===== src/rtl/qpos_pkg.sv =====
package qpos_pkg;

    typedef enum logic [1:0] {
        QD_DIR = 2'd0,
        QD_X1  = 2'd1,
        QD_X2  = 2'd2,
        QD_X4  = 2'd3
    } qdec_e;

    typedef enum logic [1:0] {
        CM_WRAP  = 2'd0,
        CM_HOLD  = 2'd1,
        CM_MODN  = 2'd2,
        CM_SPARE = 2'd3
    } cmode_e;

    typedef enum logic [1:0] {
        IX_NONE  = 2'd0,
        IX_CLEAR = 2'd1,
        IX_LOAD  = 2'd2,
        IX_LATCH = 2'd3
    } ixfn_e;

    localparam logic [7:0] OP_CLEAR = 8'h01;
    localparam logic [7:0] OP_LOAD  = 8'h02;
    localparam logic [7:0] OP_LATCH = 8'h03;
    localparam logic [7:0] OP_PSC   = 8'h04;
    localparam logic [7:0] OP_FLAGS = 8'h05;

    typedef struct packed {
        cmode_e cm;
        qdec_e  qd;
    } mode_t;

    typedef struct packed {
        logic step;
        logic up;
    } step_t;

    typedef struct packed {
        logic carry;
        logic borrow;
        logic match;
    } evt_t;

    typedef struct packed {
        logic [1:0] spare;
        logic       frozen;
        logic       dir;
        logic       sign;
        logic       mt;
        logic       ct;
        logic       bt;
    } status_t;

    // a0/b0: previous filtered levels, a1/b1: current filtered levels
    function automatic step_t decode_step(qdec_e qd, logic a0, logic b0,
                                          logic a1, logic b1);
        step_t r;
        logic  ea;
        logic  eb;
        logic  fwd;
        ea  = a0 ^ a1;
        eb  = b0 ^ b1;
        fwd = a1 ^ b0;
        case (qd)
            QD_X4: begin
                r.step = ea ^ eb;
                r.up   = fwd;
            end
            QD_X2: begin
                r.step = ea & ~eb;
                r.up   = fwd;
            end
            QD_X1: begin
                r.step = ea & ~eb & ~b1;
                r.up   = a1;
            end
            default: begin
                r.step = ea & a1;
                r.up   = ~b1;
            end
        endcase
        return r;
    endfunction

endpackage


===== src/rtl/qpos_prescale.sv =====
module qpos_prescale #(
    parameter int PSC_W = 8
) (
    input  logic             clk,
    input  logic             rst,
    input  logic             load,
    input  logic [PSC_W-1:0] load_val,
    output logic             tick
);
    logic [PSC_W-1:0] div_q;
    logic [PSC_W-1:0] cnt_q;

    assign tick = (cnt_q == '0);

    always_ff @(posedge clk) begin
        if (rst) begin
            div_q <= '0;
            cnt_q <= '0;
        end else if (load) begin
            div_q <= load_val;
            cnt_q <= load_val;
        end else if (tick) begin
            cnt_q <= div_q;
        end else begin
            cnt_q <= cnt_q - PSC_W'(1);
        end
    end
endmodule


===== src/rtl/qpos_filter.sv =====
module qpos_filter #(
    parameter int TAPS = 3
) (
    input  logic clk,
    input  logic rst,
    input  logic tick,
    input  logic din,
    output logic dout
);
    logic [1:0]      sync_q;
    logic [TAPS-1:0] hist_q;

    always_ff @(posedge clk) begin
        if (rst) begin
            sync_q <= '0;
            hist_q <= '0;
            dout   <= 1'b0;
        end else begin
            sync_q <= {sync_q[0], din};
            if (tick) begin
                hist_q <= {hist_q[TAPS-2:0], sync_q[1]};
            end
            if (&hist_q) begin
                dout <= 1'b1;
            end else if (~|hist_q) begin
                dout <= 1'b0;
            end
        end
    end
endmodule


===== src/rtl/qpos_decode.sv =====
module qpos_decode
    import qpos_pkg::*;
(
    input  logic  clk,
    input  logic  rst,
    input  qdec_e qd,
    input  logic  a_f,
    input  logic  b_f,
    input  logic  ix_f,
    output step_t step_o,
    output logic  ix_rise_o
);
    logic a_p;
    logic b_p;
    logic ix_p;

    always_ff @(posedge clk) begin
        if (rst) begin
            a_p  <= 1'b0;
            b_p  <= 1'b0;
            ix_p <= 1'b0;
        end else begin
            a_p  <= a_f;
            b_p  <= b_f;
            ix_p <= ix_f;
        end
    end

    assign step_o    = decode_step(qd, a_p, b_p, a_f, b_f);
    assign ix_rise_o = ix_f & ~ix_p;
endmodule


===== src/rtl/qpos_core.sv =====
module qpos_core
    import qpos_pkg::*;
#(
    parameter int CNT_W  = 24,
    parameter int ADDR_W = 3,
    parameter int PSC_W  = 8
) (
    input  logic              clk,
    input  logic              rst,
    input  logic              wr_en,
    input  logic [ADDR_W-1:0] wr_addr,
    input  logic [7:0]        wr_data,
    input  step_t             step_i,
    input  logic              ix_rise_i,
    output qdec_e             qd_o,
    output logic              psc_ld_o,
    output logic [PSC_W-1:0]  psc_val_o,
    output logic [CNT_W-1:0]  pr_o,
    output logic [CNT_W-1:0]  cnt_o,
    output logic [CNT_W-1:0]  ol_o,
    output status_t           status_o,
    output evt_t              evt_o
);
    localparam int NB      = (CNT_W + 7) / 8;
    localparam int PRW     = NB * 8;
    localparam int A_MODE  = NB;
    localparam int A_INDEX = NB + 1;
    localparam int A_OP    = NB + 2;
    localparam logic [CNT_W-1:0] MAXV = {CNT_W{1'b1}};

    logic [PRW-1:0]   pr_bytes;
    logic [CNT_W-1:0] pr;
    mode_t            mode_q;
    ixfn_e            ix_q;
    logic [CNT_W-1:0] cnt_q, cnt_n;
    logic [CNT_W-1:0] ol_q, ol_n;
    status_t          st_q, st_n;
    evt_t             ev;
    logic             op_hit;

    for (genvar g = 0; g < NB; g++) begin : g_pr
        always_ff @(posedge clk) begin
            if (rst) begin
                pr_bytes[g*8 +: 8] <= '0;
            end else if (wr_en && wr_addr == ADDR_W'(g)) begin
                pr_bytes[g*8 +: 8] <= wr_data;
            end
        end
    end

    assign pr = pr_bytes[CNT_W-1:0];

    always_ff @(posedge clk) begin
        if (rst) begin
            mode_q <= '{cm: CM_WRAP, qd: QD_X4};
            ix_q   <= IX_NONE;
        end else if (wr_en) begin
            if (wr_addr == ADDR_W'(A_MODE)) begin
                mode_q <= mode_t'(wr_data[3:0]);
            end
            if (wr_addr == ADDR_W'(A_INDEX)) begin
                ix_q <= ixfn_e'(wr_data[1:0]);
            end
        end
    end

    assign op_hit    = wr_en && (wr_addr == ADDR_W'(A_OP));
    assign psc_ld_o  = op_hit && (wr_data == OP_PSC);
    assign psc_val_o = pr[PSC_W-1:0];
    assign qd_o      = mode_q.qd;

    always_comb begin
        cnt_n = cnt_q;
        ol_n  = ol_q;
        st_n  = st_q;
        ev    = '0;
        if (op_hit && wr_data == OP_CLEAR) begin
            cnt_n       = '0;
            st_n.frozen = 1'b0;
        end else if (op_hit && wr_data == OP_LOAD) begin
            cnt_n       = pr;
            st_n.frozen = 1'b0;
        end else if (ix_rise_i && ix_q == IX_CLEAR) begin
            cnt_n       = '0;
            st_n.frozen = 1'b0;
        end else if (ix_rise_i && ix_q == IX_LOAD) begin
            cnt_n       = pr;
            st_n.frozen = 1'b0;
        end else if (step_i.step && !st_q.frozen) begin
            st_n.dir = step_i.up;
            if (step_i.up) begin
                if (cnt_q == MAXV || (mode_q.cm == CM_MODN && cnt_q == pr)) begin
                    cnt_n       = '0;
                    ev.carry    = 1'b1;
                    st_n.frozen = (mode_q.cm == CM_HOLD);
                end else begin
                    cnt_n = cnt_q + CNT_W'(1);
                end
            end else begin
                if (cnt_q == '0) begin
                    cnt_n       = (mode_q.cm == CM_MODN) ? pr : MAXV;
                    ev.borrow   = 1'b1;
                    st_n.frozen = (mode_q.cm == CM_HOLD);
                end else begin
                    cnt_n = cnt_q - CNT_W'(1);
                end
            end
            ev.match = (cnt_n == pr);
        end

        if (op_hit && wr_data == OP_LATCH) begin
            ol_n = cnt_q;
        end else if (ix_rise_i && ix_q == IX_LATCH) begin
            ol_n = cnt_q;
        end

        if (ev.borrow) begin
            st_n.bt   = ~st_q.bt;
            st_n.sign = 1'b1;
        end
        if (ev.carry) begin
            st_n.ct   = ~st_q.ct;
            st_n.sign = 1'b0;
        end
        if (ev.match) begin
            st_n.mt = ~st_q.mt;
        end
        if (op_hit && wr_data == OP_FLAGS) begin
            st_n.bt   = 1'b0;
            st_n.ct   = 1'b0;
            st_n.mt   = 1'b0;
            st_n.sign = 1'b0;
        end
        st_n.spare = '0;
    end

    always_ff @(posedge clk) begin
        if (rst) begin
            cnt_q <= '0;
            ol_q  <= '0;
            st_q  <= '0;
            evt_o <= '0;
        end else begin
            cnt_q <= cnt_n;
            ol_q  <= ol_n;
            st_q  <= st_n;
            evt_o <= ev;
        end
    end

    assign pr_o     = pr;
    assign cnt_o    = cnt_q;
    assign ol_o     = ol_q;
    assign status_o = st_q;
endmodule


===== src/rtl/qpos_counter.sv =====
module qpos_counter
    import qpos_pkg::*;
#(
    parameter int CNT_W  = 24,
    parameter int ADDR_W = 3,
    parameter int PSC_W  = 8,
    parameter int TAPS   = 3
) (
    input  logic              clk,
    input  logic              rst,
    input  logic              enc_a,
    input  logic              enc_b,
    input  logic              enc_idx,
    input  logic              wr_en,
    input  logic [ADDR_W-1:0] wr_addr,
    input  logic [7:0]        wr_data,
    output logic [CNT_W-1:0]  count_q,
    output logic [CNT_W-1:0]  latch_q,
    output logic [7:0]        status_q,
    output logic              carry_p,
    output logic              borrow_p,
    output logic              match_p
);
    localparam int NIN = 3;

    logic             ftick;
    logic             psc_ld;
    logic [PSC_W-1:0] psc_val;
    logic [NIN-1:0]   raw_in;
    logic [NIN-1:0]   filt;
    qdec_e            qd;
    step_t            step;
    logic             ix_rise;
    logic [CNT_W-1:0] pr_val;
    status_t          st;
    evt_t             evt;

    assign raw_in = {enc_idx, enc_b, enc_a};

    qpos_prescale #(.PSC_W(PSC_W)) u_psc (
        .clk      (clk),
        .rst      (rst),
        .load     (psc_ld),
        .load_val (psc_val),
        .tick     (ftick)
    );

    for (genvar i = 0; i < NIN; i++) begin : g_filt
        qpos_filter #(.TAPS(TAPS)) u_filt (
            .clk  (clk),
            .rst  (rst),
            .tick (ftick),
            .din  (raw_in[i]),
            .dout (filt[i])
        );
    end

    qpos_decode u_dec (
        .clk       (clk),
        .rst       (rst),
        .qd        (qd),
        .a_f       (filt[0]),
        .b_f       (filt[1]),
        .ix_f      (filt[2]),
        .step_o    (step),
        .ix_rise_o (ix_rise)
    );

    qpos_core #(.CNT_W(CNT_W), .ADDR_W(ADDR_W), .PSC_W(PSC_W)) u_core (
        .clk       (clk),
        .rst       (rst),
        .wr_en     (wr_en),
        .wr_addr   (wr_addr),
        .wr_data   (wr_data),
        .step_i    (step),
        .ix_rise_i (ix_rise),
        .qd_o      (qd),
        .psc_ld_o  (psc_ld),
        .psc_val_o (psc_val),
        .pr_o      (pr_val),
        .cnt_o     (count_q),
        .ol_o      (latch_q),
        .status_o  (st),
        .evt_o     (evt)
    );

    assign status_q = st;
    assign carry_p  = evt.carry;
    assign borrow_p = evt.borrow;
    assign match_p  = evt.match;
endmodule


===== config.mk =====
export PLATFORM = sky130hd
export DESIGN_NAME = qpos_counter
export DESIGN_NICKNAME = d
export VERILOG_FILES = /design/src/rtl/qpos_pkg.sv /design/src/rtl/qpos_prescale.sv /design/src/rtl/qpos_filter.sv /design/src/rtl/qpos_decode.sv /design/src/rtl/qpos_core.sv /design/src/rtl/qpos_counter.sv
export SDC_FILE = /design/constraint.sdc
export NUM_CORES = 1
export LEC_CHECK = 0
export ABC_AREA = 1
export BUFFER_PORTS_ARGS = -buffer_cell sky130_fd_sc_hd__clkbuf_2
export CAP_MARGIN = 20
export CORE_MARGIN = 2
export CORE_UTILIZATION = 55
export DETAILED_ROUTE_END_ITERATION = 8
export PLACE_DENSITY = 0.89
export SYNTH_ARGS = -nofsm -noshare
export SYNTH_HDL_FRONTEND = slang
export SYNTH_SLANG_ARGS = --single-unit

===== constraint.sdc =====
create_clock -name clk -period 2.1 [get_ports clk]
set_input_delay 0.42 -clock clk [delete_from_list [all_inputs] [get_ports clk]]
set_output_delay 0.42 -clock clk [all_outputs]
set_load 0.01 [all_outputs]

==> metrics.md, run 1 <==
| Metric | Value |
|---|---|
| Post-synthesis sequential area ratio | 0.3009 |
| EDFF count, synth | 0 |
| Post-Syn Area | 8249 um2 |
| Root buffer cell | clkbuf_16 |
| Worst EP post-GRT repair | u_core.status_o[2]$_SDFFE_PP0P_/D |
| HPWL after DPL | 25.48 mm |
| Largest net degree at the start of global routing | 49 |
| Cell variety after synth | 39 |
| Chip width | 126.5 um |
| Hold Buf Count CTS | 0 |
| Post-synth ARST share | 0 |
| I/O pins | 76 |
| Port bufs | 73 |
| Halt Stage | global routing |
| Die Y | 126.5 um |
| Starting Density | 0.5654 |
| Worst_ep kind | register data pin |
| CTS buffer count | 17 |
| Maximum clock insertion buffer count | 2 |
| Gr usage total | 0.8171 |
| Ys flop type | dfxtp_1 |
| Cell Rows | 44 |
| Yosys Warn Count | 0 |
| Post-Syn Instances | 1,306 |
| Err | [ERROR GRT-0232] Routing congestion too high. Check the congestion heatmap in the GUI. |
| Yosys top cell by area | dfxtp_1 |
| Share of the synthesized area in the top cell type | 0.3009 |
| Sinks on Clock Net | 124 |
| Total grt overflow | 154 |
| GP Congestion | 1.209 |
| Outcome | stopped before the end |
| Count of state elements after synthesis | 124 |
| H-tree levels | 4 |
| DP Worst Slack | -475.3 ps |
| Synth Area per Inst | 6.316 um2 |
| Placed standard-cell area | 10,820 um2 |
| Top cells by area, synth | dfxtp_1, nand2_1, nor2_1, nand3_1, a21oi_1 |
[cells in the mapped netlist (4+ instances only)]
cell / count
a21oi_1: 109
a221oi_1: 24
buf_2: 11
buf_4: 10
buf_6: 10
clkbuf_1: 32
dfxtp_1: 124
ha_1: 6
inv_1: 116
inv_2: 7
nand2_1: 349
nand2_2: 8
nand3_1: 113
nand3_2: 8
nand3b_1: 4
nand4_1: 17
nor2_1: 151
nor2_2: 11
nor2_4: 8
nor3_1: 11
nor3_2: 5
o211ai_1: 36
o21ai_0: 81
o21ai_1: 5
xnor2_1: 6
xor2_1: 25
[what timing repair did]
item	in CTS
pin swaps	77
setup endpoints to repair	34
gates cloned	4
buffers inserted	33
resized for setup	211
[stage by stage]
step,cells,util,setup TNS [ps]
floorplan,1307,-,0
global placement,1787,0.7413,-2751
detailed placement,1787,0.7413,-5232
CTS,1852,0.8534,-3005
[cells by family after synthesis]
kind of cell    after synthesis  synth area share
simple gates                696            0.3745
fa+ha+maj                     6          0.009100
buf+inv                     189            0.1015
other cells                   1         0.0004546
flops                       124            0.3009
compound gates              259            0.1806
xor+xnor                     31           0.03291
[routing by layer]
metal / GRT usage / overflow
met5: 0.3839 / 0
met4: 0.8584 / 72
met3: 0.7010 / 2
met2: 0.9500 / 76
met1: 0.7985 / 4
==> run 2, diff against run 1 <==
- CORE_UTILIZATION: 55 -> 40
- PLACE_DENSITY: 0.89 -> default
- PLACE_DENSITY_LB_ADDON: default -> 0.15
- clock period: 2.1 -> 2.7 ns (I/O delays scaled with it)
==> run 2 against run 1 <==
  * The flow now finishes without violations
  * Synthesized area did not move
  * Synthesized cell count did not move
==> metrics.md, run 2 <==
| Metric | Value |
|---|---|
| DRT Wirelength | 34.04 mm |
| Crit. End Element | register |
| Pleak | 5.232 nW |
| CP startpoint kind | register |
| RSZ-0062 raised after global routing | true |
| DRC errors left | 0 |
| Synth top cells by count | nand2_1, nor2_1, dfxtp_1, inv_1, nand3_1 |
| Max-Cap Viols | 0 |
| Worst Tran Pin Value | 647.3 ps |
| CTS tree | built |
| PD cells | 735.5 nW/um2 |
| Delay-heaviest family, CP | simple AND/OR/NAND/NOR gates |
| Starting Density | 0.4077 |
| Total grt overflow | 0 |
| Post-route ant nets | 0 |
| Count of state elements after synthesis | 124 |
| Outcome | finished, final reports clean |
| EDFF count, synth | 0 |
| Maximum clock insertion buffer count | 2 |
| CTS clk-pin slew, worst paths | 70 ps |
| CP Data Required Time | 3070 ps |
| CTS buffer count | 17 |
| Final Hold Violating Endpoints | 0 |
| Drt pass-1 iters | 6 |
| Final Cycle Share | 0.9725 |
| Yosys Warn Count | 0 |
| I/O pins | 76 |
| Largest net degree at the start of global routing | 49 |
| Commonest non-fill, non-tap cell in the layout | nand2_1 |
| Ys flop type | dfxtp_1 |
| Worst path slowest cell | dfxtp_1 |
| Placeable Area | 20,230 um2 |
| Cell Rows | 52 |
| Most frequent cell after synthesis | nand2_1 |
| Port bufs | 73 |
| Yosys top cell by area | dfxtp_1 |
| Hold Buf Count CTS | 0 |
| Hold WS | 288.7 ps |
| Placed standard-cell area | 10,240 um2 |
| CP Class | reg2reg |
| HPWL after DPL | 25.74 mm |
| Clk Latency, worst-skew pair | 440 ps |
| Fin area | 11,200 um2 |
| Critical Path AT | 3000 ps |
| Post-synth ARST share | 0 |
| Crit-path max FO | 7 |
| Drt wl/cell | 18.56 um |
| Root buffer cell | clkbuf_16 |
| Fmax | 380.9 MHz |
| Crit-path max cell delay | 350 ps |
| Layout Utilization | 0.5537 |
| Post-Syn Instances | 1,306 |
| Critical path, cell by cell | buf_4 > nand2_1 > nand2_1 > nor2_1 > nand2_1 > nor2_2 > nand3_2 > buf_12 > buf_4 > nand3_2 > nand2_2 > nand2_2 > nand2_1 > nand2_1 > nand3_2 > nor2_4 > nand3_4 > nor2_2 > nor2_1 > nor2_1 |
| GP Congestion | 0.9866 |
| Post-synthesis sequential area ratio | 0.3009 |
| Share of layout cells above drive strength 1 | 0.2813 |
| Post-Syn Area | 8249 um2 |
| Hold WC Path Type | in2reg |
| Die Y | 147.6 um |
| Peak supply drop | 627.4 uV |
| Initial antenna violation count | 0 |
| Chip width | 147.6 um |
| Drt via density | 5.431 |
| Die area | 21,790 um2 |
| Gr usage total | 0.3061 |
| Top cells by area, synth | dfxtp_1, nand2_1, nor2_1, nand3_1, a21oi_1 |
| Tmin final | 2626 ps |
| Setup tns final | 0 ps |
| Sinks on Clock Net | 124 |
| Final Max Tran Viols | 0 |
| P&R area growth vs syn | 35.83% |
| # diodes | 0 |
| Share of the synthesized area in the top cell type | 0.3009 |
| First-pass GRT wire length | 50.56 mm |
| Final setup vio count | 0 |
| Buffers and inverters on the worst path | 3 |
| Detailed Route Iter0 Violations | 964 |
| Worst slew margin | 0.5639 |
| H-tree levels | 4 |
| Synth Area per Inst | 6.316 um2 |
| Cell variety after synth | 39 |
| Fin Clk Skew | 12.16 ps |
| Vias in the first global route | 8,893 |
| DR vias | 9,961 |
| Commonest cells after routing, fill and taps aside | nand2_1, buf_4, nor2_1 |
| Final nets | 1,574 |
| Crit path top cell by count | nand2_1 |
run 2: cells by family after synthesis:
kind of cell    Yosys count  share of synthesized area
buf+inv                 189                     0.1015
other cells               1                  0.0004546
compound gates          259                     0.1806
simple gates            696                     0.3745
fa+ha+maj                 6                   0.009100
xor+xnor                 31                    0.03291
flops                   124                     0.3009
run 2: routing by layer:
| layer | share of wire | wire length, um | GRT usage | vias to the layer above |
|---|---|---|---|---|
| li1 | - | - | - | 4805 |
| met1 | 0.43 | 14530 | 0.4167 | 4563 |
| met2 | 0.44 | 15090 | 0.4753 | 491 |
| met3 | 0.087 | 2963 | 0.05340 | 102 |
| met4 | 0.043 | 1468 | 0.1361 | 0 |
| met5 | 0 | 0 | 0 | - |
run 2: area by class of cell:
cell class                      count  area [um2]
Fill cell                        2040        9030
Inverter                          123       461.7
Timing Repair Buffer              291        2116
Multi-Input combinational cell    994        5161
Sequential cell                   124        2507
Tap cell                          270       337.8
Clock inverter                     15       195.2
Clock buffer                       17       425.4
run 2: per-stage QoR:
stage	setup WS, ps	total power [mW]	std cells
after global routing	-41.45	8.720	1834
after floorplan	412.2	4.182	1307
after global placement	-47.52	5.469	1792
after CTS	4.078	7.982	1825
after detailed placement	-30.90	5.483	1792
final	74.33	8.240	1834
run 2: timing repair:
| action | CTS | global route |
|---|---|---|
| hold endpoints to repair | 0 | 0 |
| buffers inserted | 1 | 9 |
| pin swaps | 1 | 20 |
| resized for setup | 5 | 75 |
| endpoints found under the setup margin | 2 | 3 |
run 2: final timing paths:
kind | endpoint | depth (start not counted) | slack, ps | start
min reg2reg | g_filt[2].u_filt.sync_q[1] | 2 | 400 | g_filt[2].u_filt.sync_q[0]
max | u_core.status_o[2] | 20 | 70 | u_core.pr_o[17]
max reg2reg | u_core.status_o[2] | 20 | 70 | u_core.pr_o[17]
min | g_filt[1].u_filt.sync_q[0] | 3 | 290 | enc_b
run 2: tightest hold or removal path, stage by stage:
cell	delay (ps)
clkbuf_2	80
inv_1	40
nor2_1	30
run 2: power by group:
part / internal (mW) / total [mW] / switching (mW) / leakage [nW]
sequential: 1.97 / 2.12 / 0.147 / 1.02
clock: 1.42 / 2.48 / 1.06 / 0.304
combinational: 1.55 / 3.64 / 2.09 / 3.91
No activity file was read; power rests on OpenSTA's default activity.
